`src/rtl/mdio_pkg.sv`:
```
`timescale 1ns/1ps
package mdio_pkg;
  typedef enum logic [1:0] {
    RG_CFG  = 2'd0,
    RG_ADDR = 2'd1,
    RG_DATA = 2'd2,
    RG_OP   = 2'd3
  } reg_sel_e;

  localparam int BODY_W    = 32;
  localparam int DATA_W    = 16;
  localparam int FLD_W     = 5;
  localparam logic [1:0] TA_DRIVE = 2'b10;
  localparam logic [1:0] TA_FREE  = 2'b11;
endpackage

```
`src/rtl/mdio_clk_div.sv`:
```
`timescale 1ns/1ps
module mdio_clk_div #(
  parameter int DIV_W = 8
) (
  input  logic             clk,
  input  logic             rst,
  input  logic             run,
  input  logic [DIV_W-1:0] div,
  output logic             mdc,
  output logic             rise,
  output logic             fall
);
  logic [DIV_W-1:0] cnt;
  logic             hit;

  assign hit  = run && (cnt == div);
  assign rise = hit && !mdc;
  assign fall = hit && mdc;

  always_ff @(posedge clk) begin
    if (rst || !run) begin
      cnt <= '0;
      mdc <= 1'b0;
    end else if (cnt == div) begin
      cnt <= '0;
      mdc <= ~mdc;
    end else begin
      cnt <= cnt + 1'b1;
    end
  end
endmodule

```
`src/rtl/mdio_frame_engine.sv`:
```
`timescale 1ns/1ps
module mdio_frame_engine
  import mdio_pkg::*;
#(
  parameter int PRE_LEN = 32
) (
  input  logic              clk,
  input  logic              rst,
  input  logic              start,
  input  logic              pre_en,
  input  logic [1:0]        st_code,
  input  logic [1:0]        op,
  input  logic              in_en,
  input  logic              in_inv,
  input  logic [FLD_W-1:0]  phy_ad,
  input  logic [FLD_W-1:0]  reg_ad,
  input  logic [DATA_W-1:0] wdata,
  input  logic              rise,
  input  logic              fall,
  input  logic              mdio_in,
  output logic              busy,
  output logic              done,
  output logic              done_rd,
  output logic [DATA_W-1:0] rx_data,
  output logic              mdio_out,
  output logic              mdio_oe
);
  localparam int FRAME_W = PRE_LEN + BODY_W;
  localparam int IDX_W   = $clog2(FRAME_W);
  localparam logic [IDX_W-1:0] LAST_OUT = IDX_W'(DATA_W + 1);

  logic [FRAME_W-1:0] sreg;
  logic [IDX_W-1:0]   idx;
  logic               rd_q, en_q, inv_q;
  logic [BODY_W-1:0]  body;
  logic               smp;

  assign body    = {st_code, op, phy_ad, reg_ad, (op[1] ? TA_FREE : TA_DRIVE), wdata};
  assign smp     = en_q & (mdio_in ^ inv_q);
  assign done_rd = rd_q;

  always_ff @(posedge clk) begin
    if (rst) begin
      busy     <= 1'b0;
      done     <= 1'b0;
      sreg     <= '0;
      idx      <= '0;
      rd_q     <= 1'b0;
      en_q     <= 1'b0;
      inv_q    <= 1'b0;
      rx_data  <= '0;
      mdio_out <= 1'b0;
      mdio_oe  <= 1'b0;
    end else begin
      done <= 1'b0;
      if (start && !busy) begin
        busy    <= 1'b1;
        rd_q    <= op[1];
        en_q    <= in_en;
        inv_q   <= in_inv;
        rx_data <= '0;
        mdio_oe <= 1'b1;
        if (pre_en) begin
          sreg     <= {{PRE_LEN{1'b1}}, body};
          idx      <= IDX_W'(FRAME_W - 1);
          mdio_out <= 1'b1;
        end else begin
          sreg     <= {body, {PRE_LEN{1'b0}}};
          idx      <= IDX_W'(BODY_W - 1);
          mdio_out <= st_code[1];
        end
      end else if (busy) begin
        if (rise && rd_q && (idx < IDX_W'(DATA_W)))
          rx_data <= {rx_data[DATA_W-2:0], smp};
        if (fall) begin
          if (idx == '0) begin
            busy     <= 1'b0;
            done     <= 1'b1;
            mdio_oe  <= 1'b0;
            mdio_out <= 1'b0;
          end else begin
            idx      <= idx - 1'b1;
            sreg     <= sreg << 1;
            mdio_out <= sreg[FRAME_W-2];
            mdio_oe  <= !(rd_q && ((idx - 1'b1) <= LAST_OUT));
          end
        end
      end
    end
  end

  AST_READ_RELEASE: assert property (@(posedge clk) disable iff (rst)
    (busy && rd_q && (idx < IDX_W'(DATA_W))) |-> !mdio_oe) else $error("read phase driven");
  AST_IDLE_FLOAT: assert property (@(posedge clk) disable iff (rst)
    !busy |-> !mdio_oe) else $error("driven while idle");
endmodule

```
`src/rtl/mdio_master.sv`:
```
`timescale 1ns/1ps
module mdio_master
  import mdio_pkg::*;
#(
  parameter int DIV_W   = 8,
  parameter int PRE_LEN = 32
) (
  input  logic        clk,
  input  logic        rst,
  input  logic        bus_wr,
  input  logic [1:0]  bus_addr,
  input  logic [31:0] bus_wdata,
  output logic [31:0] bus_rdata,
  output logic        mdc,
  output logic        mdio_out,
  output logic        mdio_oe,
  input  logic        mdio_in
);
  localparam int CFG_W  = 5 + DIV_W;
  localparam int ADDR_W = 2 * FLD_W;

  logic [CFG_W-1:0]  cfg_q;
  logic [ADDR_W-1:0] addr_q;
  logic [DATA_W-1:0] data_q;
  logic [2:0]        op_q;
  logic              busy, done, done_rd, rise, fall, start;
  logic [DATA_W-1:0] rx_data;

  assign start = bus_wr && (bus_addr == RG_OP) && !busy;

  mdio_clk_div #(.DIV_W(DIV_W)) u_div (
    .clk(clk), .rst(rst), .run(busy), .div(cfg_q[5 +: DIV_W]),
    .mdc(mdc), .rise(rise), .fall(fall)
  );

  mdio_frame_engine #(.PRE_LEN(PRE_LEN)) u_eng (
    .clk(clk), .rst(rst), .start(start),
    .pre_en(cfg_q[2]), .st_code(cfg_q[4:3]), .op(bus_wdata[1:0]),
    .in_en(cfg_q[0]), .in_inv(cfg_q[1]),
    .phy_ad(addr_q[2*FLD_W-1:FLD_W]), .reg_ad(addr_q[FLD_W-1:0]),
    .wdata(data_q), .rise(rise), .fall(fall), .mdio_in(mdio_in),
    .busy(busy), .done(done), .done_rd(done_rd), .rx_data(rx_data),
    .mdio_out(mdio_out), .mdio_oe(mdio_oe)
  );

  always_ff @(posedge clk) begin
    if (rst) begin
      cfg_q  <= '0;
      addr_q <= '0;
      data_q <= '0;
      op_q   <= '0;
    end else begin
      if (bus_wr) begin
        case (bus_addr)
          RG_CFG:  cfg_q  <= bus_wdata[CFG_W-1:0];
          RG_ADDR: addr_q <= bus_wdata[ADDR_W-1:0];
          RG_DATA: data_q <= bus_wdata[DATA_W-1:0];
          default: if (!busy) op_q <= bus_wdata[2:0];
        endcase
      end
      if (done) begin
        if (done_rd) data_q <= rx_data;
        if (op_q[2] && !(bus_wr && bus_addr == RG_ADDR))
          addr_q[FLD_W-1:0] <= addr_q[FLD_W-1:0] + 1'b1;
      end
    end
  end

  always_ff @(posedge clk) begin
    if (rst) bus_rdata <= '0;
    else begin
      case (bus_addr)
        RG_CFG:  bus_rdata <= 32'(cfg_q);
        RG_ADDR: bus_rdata <= 32'(addr_q);
        RG_DATA: bus_rdata <= 32'(data_q);
        default: bus_rdata <= {busy, 28'd0, op_q};
      endcase
    end
  end

  AST_MDC_IDLE_LOW: assert property (@(posedge clk) disable iff (rst)
    !busy |-> !mdc) else $error("mdc active while idle");
  AST_OUT_ON_FALL: assert property (@(posedge clk) disable iff (rst)
    (busy && $past(busy) && !$fell(mdc)) |-> ($stable(mdio_out) && $stable(mdio_oe)))
    else $error("mdio moved off falling edge");
  AST_OP_HELD: assert property (@(posedge clk) disable iff (rst)
    (busy && $past(busy)) |-> $stable(op_q)) else $error("op changed while busy");
  AST_AUTOINC: assert property (@(posedge clk) disable iff (rst)
    ($past(done) && $past(op_q[2]) && !$past(bus_wr && bus_addr == RG_ADDR))
      |-> (addr_q[FLD_W-1:0] == $past(addr_q[FLD_W-1:0]) + 1'b1))
    else $error("register address not advanced");
endmodule

```
`config.mk`:
```
export PLATFORM = sky130hd
export DESIGN_NAME = mdio_master
export DESIGN_NICKNAME = d
export VERILOG_FILES = /design/src/rtl/mdio_pkg.sv /design/src/rtl/mdio_clk_div.sv /design/src/rtl/mdio_frame_engine.sv /design/src/rtl/mdio_master.sv
export SDC_FILE = /design/constraint.sdc
export NUM_CORES = 1
export LEC_CHECK = 0
export BUFFER_PORTS_ARGS = -buffer_cell sky130_fd_sc_hd__buf_4
export CAP_MARGIN = 10
export CELL_PAD_IN_SITES_DETAIL_PLACEMENT = 1
export CELL_PAD_IN_SITES_GLOBAL_PLACEMENT = 1
export CORE_ASPECT_RATIO = 1.75
export CORE_MARGIN = 2
export CORE_UTILIZATION = 40
export DETAILED_ROUTE_END_ITERATION = 12
export GPL_ROUTABILITY_DRIVEN = 0
export PLACE_DENSITY_LB_ADDON = 0.1
export SLEW_MARGIN = 25
export SYNTH_ARGS = -nofsm -noshare
export SYNTH_HDL_FRONTEND = slang
export SYNTH_HIERARCHICAL = 1
export SYNTH_SLANG_ARGS = --single-unit
```
`constraint.sdc`:
```
create_clock -name clk -period 2 [get_ports clk]
set_clock_uncertainty 0.1 [all_clocks]
set_input_delay 0.5 -clock clk [delete_from_list [all_inputs] [get_ports clk]]
set_output_delay 0.5 -clock clk [all_outputs]
set_load 0.02 [all_outputs]
```
---- Word-level counts from Yosys, hierarchy flattened ----
Index checks and enable logic that the tools add are counted.
cells by class
  magnitude comparators ................... 2
  bitwise operators ....................... 6
  shifts and indexed selects .............. 0
  multiplexer cells ....................... 34
  multiply operators ...................... 0
  reduce and logical (&&, ||, !) cells .... 30
  equality and inequality tests ........... 5
  $add $sub $neg .......................... 3
  div/mod/pow operators ................... 0
operators with widths
  operator                                                         count
  two-way mux 63 bit                                               5
  case mux 32 bit (3 select lines)                                 1
  two-way mux 16 bit                                               4
  two-way mux 6 bit                                                5
  two-way mux 5 bit                                                4
  two-way mux 1 bit                                                15
  logical AND 1 bit                                                11
  adder 8 x 1 -> 8 bit (second input constant)                     1
  equality test 8 bit                                              1
  AND reduction 2 bit                                              4
  less-or-equal comparator 6 x 5 -> 1 bit (second input constant)  1
  logical NOT 6 bit                                                1
  less-than comparator 6 x 5 -> 1 bit (second input constant)      1
  AND reduction 3 bit                                              2
  subtractor 6 x 1 -> 6 bit (second input constant)                1
  adder 5 x 1 -> 5 bit (second input constant)                     1
  equality test 2 bit (second input constant)                      2
  logical NOT 1 bit                                                4
  inverter 1 bit                                                   4
  nonzero test 2 bit                                               2
  OR reduction 2 bit                                               2
  OR reduction 4 bit                                               1
  OR reduction 3 bit                                               1
  equality test 2 x 1 -> 1 bit (second input constant)             1
  5 further kinds                                                  5
storage, ports and cells
  ROM bits ................................ 0
  output and inout bits ................... 35
  latch bits .............................. 0
  flip-flop bits (word level) ............. 175
  memory bits (writable) .................. 0
  memories ................................ 0
  word-level logic and storage cells ...... 98
  input bits .............................. 38

---- Depth between registers and ports, before layout ----
  depth in word-level cells ............... 8
  mapped depth ............................ 10
  mapped depth without buffers ............ 8

---- Cells and area by module ----
Netlist, hierarchy kept.
by module, submodules not included
  module             sequential area each (µm²)  area an instance (µm²)  times used  cells an instance
  mdio_frame_engine  1,841.8                     4,340.4                 1           544
  mdio_master        1,181.1                     2,721.4                 1           292
  mdio_clk_div       180.2                       470.5                   1           50

---- Worst setup path before layout ----
OpenSTA, ideal clock, no wires.
  kind .................................... reg-to-reg
  from .................................... reg u_div.cnt[4]
  to ...................................... reg u_eng.sreg[56]
  path buffers ............................ 2
  library setup time ...................... 70 ps
  path slack .............................. -187 ps
  arrival time ............................ 2,016 ps
  required time ........................... 1,830 ps
  period minus slack after synthesis ...... 2,187 ps
  cell stages (with the launch flop) ...... 11
  cells stage by stage .................... dfxtp_1 -> xnor2_1 -> nand4_2 -> nor2_2 -> and3_1 -> nand2_2 -> a31o_1 -> buf_6 -> buf_6 -> a211o_1 -> a21oi_1
on the way
  word-level cells in the longest chain between the ends .. 5
RTL lines
  item                                  line                     RTL
  start: declaration                    mdio_clk_div.sv:13       logic [DIV_W-1:0] cnt;
  start signal: assignment              mdio_clk_div.sv:28       cnt <= cnt + 1'b1;
  equality test 8 bit                   mdio_clk_div.sv:16       assign hit = run && (cnt == div);
  logical AND 1 bit                     mdio_clk_div.sv:16
  logical AND 1 bit                     mdio_clk_div.sv:18       assign fall = hit && mdc;
  net fall                              mdio_master.sv:26        logic busy, done, done_rd, rise, fall, start;
  nonzero test 2 bit (no source line)   -
  AND reduction 3 bit (no source line)  -
  end signal: assignment                mdio_frame_engine.sv:64  sreg <= {{PRE_LEN{1'b1}}, body};
  end signal: assignment                mdio_frame_engine.sv:68  sreg <= {body, {PRE_LEN{1'b0}}};
  end signal: assignment                mdio_frame_engine.sv:83  sreg <= sreg << 1;
  end: declaration                      mdio_frame_engine.sv:32  logic [FRAME_W-1:0] sreg;
The timed path passes the listed nets, and every way through them passes these cells.
A chain may end at the register's enable or synchronous reset.

---- Worst setup path in the final report ----
  from .................................... reg cfg_q[8]
  to ...................................... reg u_eng.idx[5]
on the way
  word-level cells in the longest chain between the ends .. 5
RTL lines
  item                                  line                     RTL
  start: declaration                    mdio_master.sv:22        logic [CFG_W-1:0] cfg_q;
  start signal: assignment              mdio_master.sv:55        RG_CFG: cfg_q <= bus_wdata[CFG_W-1:0];
  equality test 8 bit                   mdio_clk_div.sv:16
  logical AND 1 bit                     mdio_clk_div.sv:16
  logical AND 1 bit                     mdio_clk_div.sv:18
  net fall                              mdio_master.sv:26
  nonzero test 2 bit (no source line)   -
  AND reduction 3 bit (no source line)  -
  end signal: assignment                mdio_frame_engine.sv:65  idx <= IDX_W'(FRAME_W - 1);
  end signal: assignment                mdio_frame_engine.sv:69  idx <= IDX_W'(BODY_W - 1);
  end signal: assignment                mdio_frame_engine.sv:82  idx <= idx - 1'b1;
  end: declaration                      mdio_frame_engine.sv:33  logic [IDX_W-1:0] idx;
The timed path passes the listed nets, and every way through them passes these cells.

==> impl_results.md <==
* H-tree levels at 4
* CP Capture Type: register
* GRT Overall Usage at 25.0%
* Detailed Place HPWL at 16700 µm
* Clock Path Buffers at 2
* Setup violators final at 84
* Syn-to-layout area delta at 28.1%
* Synth Cell Area at 7530 µm²
* TritonCTS Sinks at 160
* CTS clock-pin slew for the worst setup and hold paths at 0.06 ns
* Fin crit share at 112%
* Cell Pwr Density at 761 nW/µm²
* RSZ-0062 raised after global routing: yes
* # IOs at 73
* Final Hold Viols at 0
* Failing checks: setup timing
* Mapped Cells at 886
* Lkg Pwr at 3.85 nW
* Die Ht at 186 µm
* Syn Area/Cell at 8.50 µm²
* Outcome: finished, violations left
* Max Freq at 446 MHz
* Std cell rows at 66
* Slew Viols, Final at 0
* Hold_ws at 0.220 ns
* Post-synth EDFFs at 0
* Via count at 6946
* Die X at 108 µm
* Initial antenna violation count at 0
* N_diodes at 0
* TritonCTS clock tree: done
* Core area at 18500 µm²
* Tmin final at 2.24 ns
* Clock root buffer: clkbuf_16
* Clk Latency, worst-skew pair at 0.44 ns
* Vias per cell at 5.72
* YS warnings at 6
* Worst hold path type: in2reg
* Global route overflow at 0
* Post-route DRC at 0
* Worst-case vdd ir drop at 0.000459 V
* Most used DFF post-synth: dfxtp_1
* Commonest cells after routing, fill and taps aside: dfxtp_1 (147), buf_4 (115), nand2_1 (87), a21oi_1 (76), nor2_1 (71)
* Utilization after layout at 52.2%
* Share of layout cells above drive strength 1 at 29.3%
* DRT iter0 DRCs at 277
* DR WL/cell at 21.1 µm
* Crit-path max FO at 5
* First-pass GRT wire length at 38500 µm
* Seq/Total Area, Yosys at 42.5%
* Effective utilization at floorplan at 40.7%
* Flops & latches, synth at 160
* Commonest non-fill, non-tap cell in the layout: dfxtp_1
* Setup CP Type: reg2reg
* Req. time, crit path at 2.25 ns
* Arrival @ worst endpoint at 2.49 ns
* Largest net degree at the start of global routing at 60
* Max_cap viols at 0
* Fin worst setup slack at -0.241 ns
* Routed Wire Length at 25600 µm
* Fin nets at 1007
* Asr flop ratio synth at 0%
* Total CTS buffers at 17
* Die ar. at 20000 µm²
* Post-DRT Antenna Nets at 0
* CP Launch Type: register
* DRT Pass-1 Iters at 4
* PortBufs at 41
* Number of global-route vias before repair at 7250
* Netlist cell types at 55
* Fillers at 2170
==> path summary, 6_finish.rpt <==
kind | startpoint | endpoint | slack (ns) | cells past startpoint
worst max-delay path | cfg_q[8]$_SDFFE_PP0P_ | u_eng/idx[5]$_SDFFE_PP0P_ | -0.24 | 9
worst min-delay path | bus_wdata[11] | cfg_q[11]$_SDFFE_PP0P_ | 0.22 | 3
worst max register to register | cfg_q[8]$_SDFFE_PP0P_ | u_eng/idx[5]$_SDFFE_PP0P_ | -0.24 | 9
worst min register to register | u_eng/en_q$_SDFFE_PP0P_ | u_eng/en_q$_SDFFE_PP0P_ | 0.37 | 2
==> synth_stat cells, types with 6 or more instances <==
library cell / number / area share, %
buf_2: 29 / 1.9
buf_4: 19 / 1.9
a211oi_1: 32 / 3.2
dfxtp_1: 160 / 43
xnor2_1: 13 / 1.5
mux2i_1: 19 / 2.5
xor2_1: 7 / 0.81
nand3_1: 54 / 3.6
nor3_1: 67 / 4.5
nor2_1: 71 / 3.5
clkbuf_1: 35 / 1.7
a211o_1: 30 / 3.5
ha_1: 6 / 1.0
buf_6: 11 / 1.6
nand2_1: 105 / 5.2
and3_1: 29 / 2.4
a311oi_2: 15 / 3.0
a311oi_1: 9 / 1.0
a21oi_1: 100 / 6.6
==> metrics by stage <==
step	setup TNS [ns]	setup WS (ns)	cells	power [mW]	instance area [µm²]
after floorplan	-3.28	-0.0896	900	3.88	7640
after global placement	-15.91	-0.293	1160	4.11	8400
after detailed placement	-21.10	-0.390	1160	4.14	8400
after CTS	-7.36	-0.167	1203	7.34	9190
after global routing	-18.37	-0.289	1214	7.60	9650
final	-13.58	-0.241	1214	7.34	9650
==> repair_timing <==
action,4_1_cts,5_1_grt
resized for setup,22,81
setup buffers,8,8
endpoints found under the setup margin,85,86
cloned,3,5
pin swaps,17,60
hold buffers,0,0
==> logic make-up (layout without fill, tap and decap cells) <==
kind of cell / count (synthesis) / after routing / share of synthesized area, %
other: 1 / 15 / 0.0498
DFF: 160 / 160 / 42.5
AOI/OAI and AO/OA: 201 / 202 / 18.9
buffers and inverters: 103 / 178 / 7.66
xor gates and xnor gates: 20 / 20 / 2.33
and+or+nand+nor: 373 / 373 / 24.2
muxes: 22 / 22 / 3.42
adders and majority gates: 6 / 6 / 0.997
==> worst max-delay path: stages, from the launching register on <==
cell	delay, ns
dfxtp_2	0.33
xnor2_1	0.16
nand4_1	0.20
nor2_2	0.20
and3_4	0.23
nand2_4	0.08
a31o_4	0.28
buf_4	0.17
a211o_1	0.30
o32ai_2	0.09
==> per-layer routing <==
| metal | vias up | routed length (µm) | GRT usage [%] |
|---|---|---|---|
| met5 | - | 0 | 0 |
| met1 | 3457 | 9750 | 27.3 |
| met2 | 147 | 14000 | 46.0 |
| met4 | 0 | 971 | 12.0 |
| met3 | 50 | 897 | 4.31 |
| li1 | 3292 | - | - |
==> cell type report <==
class / instances / area, µm² / share of cell area, %
multi-input cells: 638 / 4200 / 43.5
clock buffers: 20 / 467 / 4.84
inverters: 5 / 18.8 / 0.194
flip-flops and latches: 160 / 3220 / 33.4
well taps: 238 / 298 / 3.09
clock inverters: 12 / 111 / 1.15
repair buffers: 141 / 1340 / 13.9
==> report_power, final <==
group / internal, mW / total (mW) / switching, mW
Combinational: 0.307 / 0.760 / 0.453
Clock: 1.81 / 3.21 / 1.40
Sequential: 3.28 / 3.37 / 0.0922
==> flip-flops by register name, indices dropped and copies added, names as in the netlist <==
| signal | flops |
|---|---|
| u_eng/mdio_out | 1 |
| u_eng/busy | 1 |
| u_div/cnt | 8 |
| u_eng/done | 1 |
| data_q | 16 |
| u_eng/mdio_oe | 1 |
| u_eng/en_q | 1 |
| cfg_q | 13 |
| u_div/mdc | 1 |
| op_q | 3 |
| u_eng/done_rd | 1 |
| u_eng/sreg | 63 |
| u_eng/idx | 6 |
| addr_q | 10 |
| u_eng/inv_q | 1 |
| u_eng/rx_data | 16 |
| bus_rdata | 17 |
Note: power is estimated with default switching activity, not from simulation.
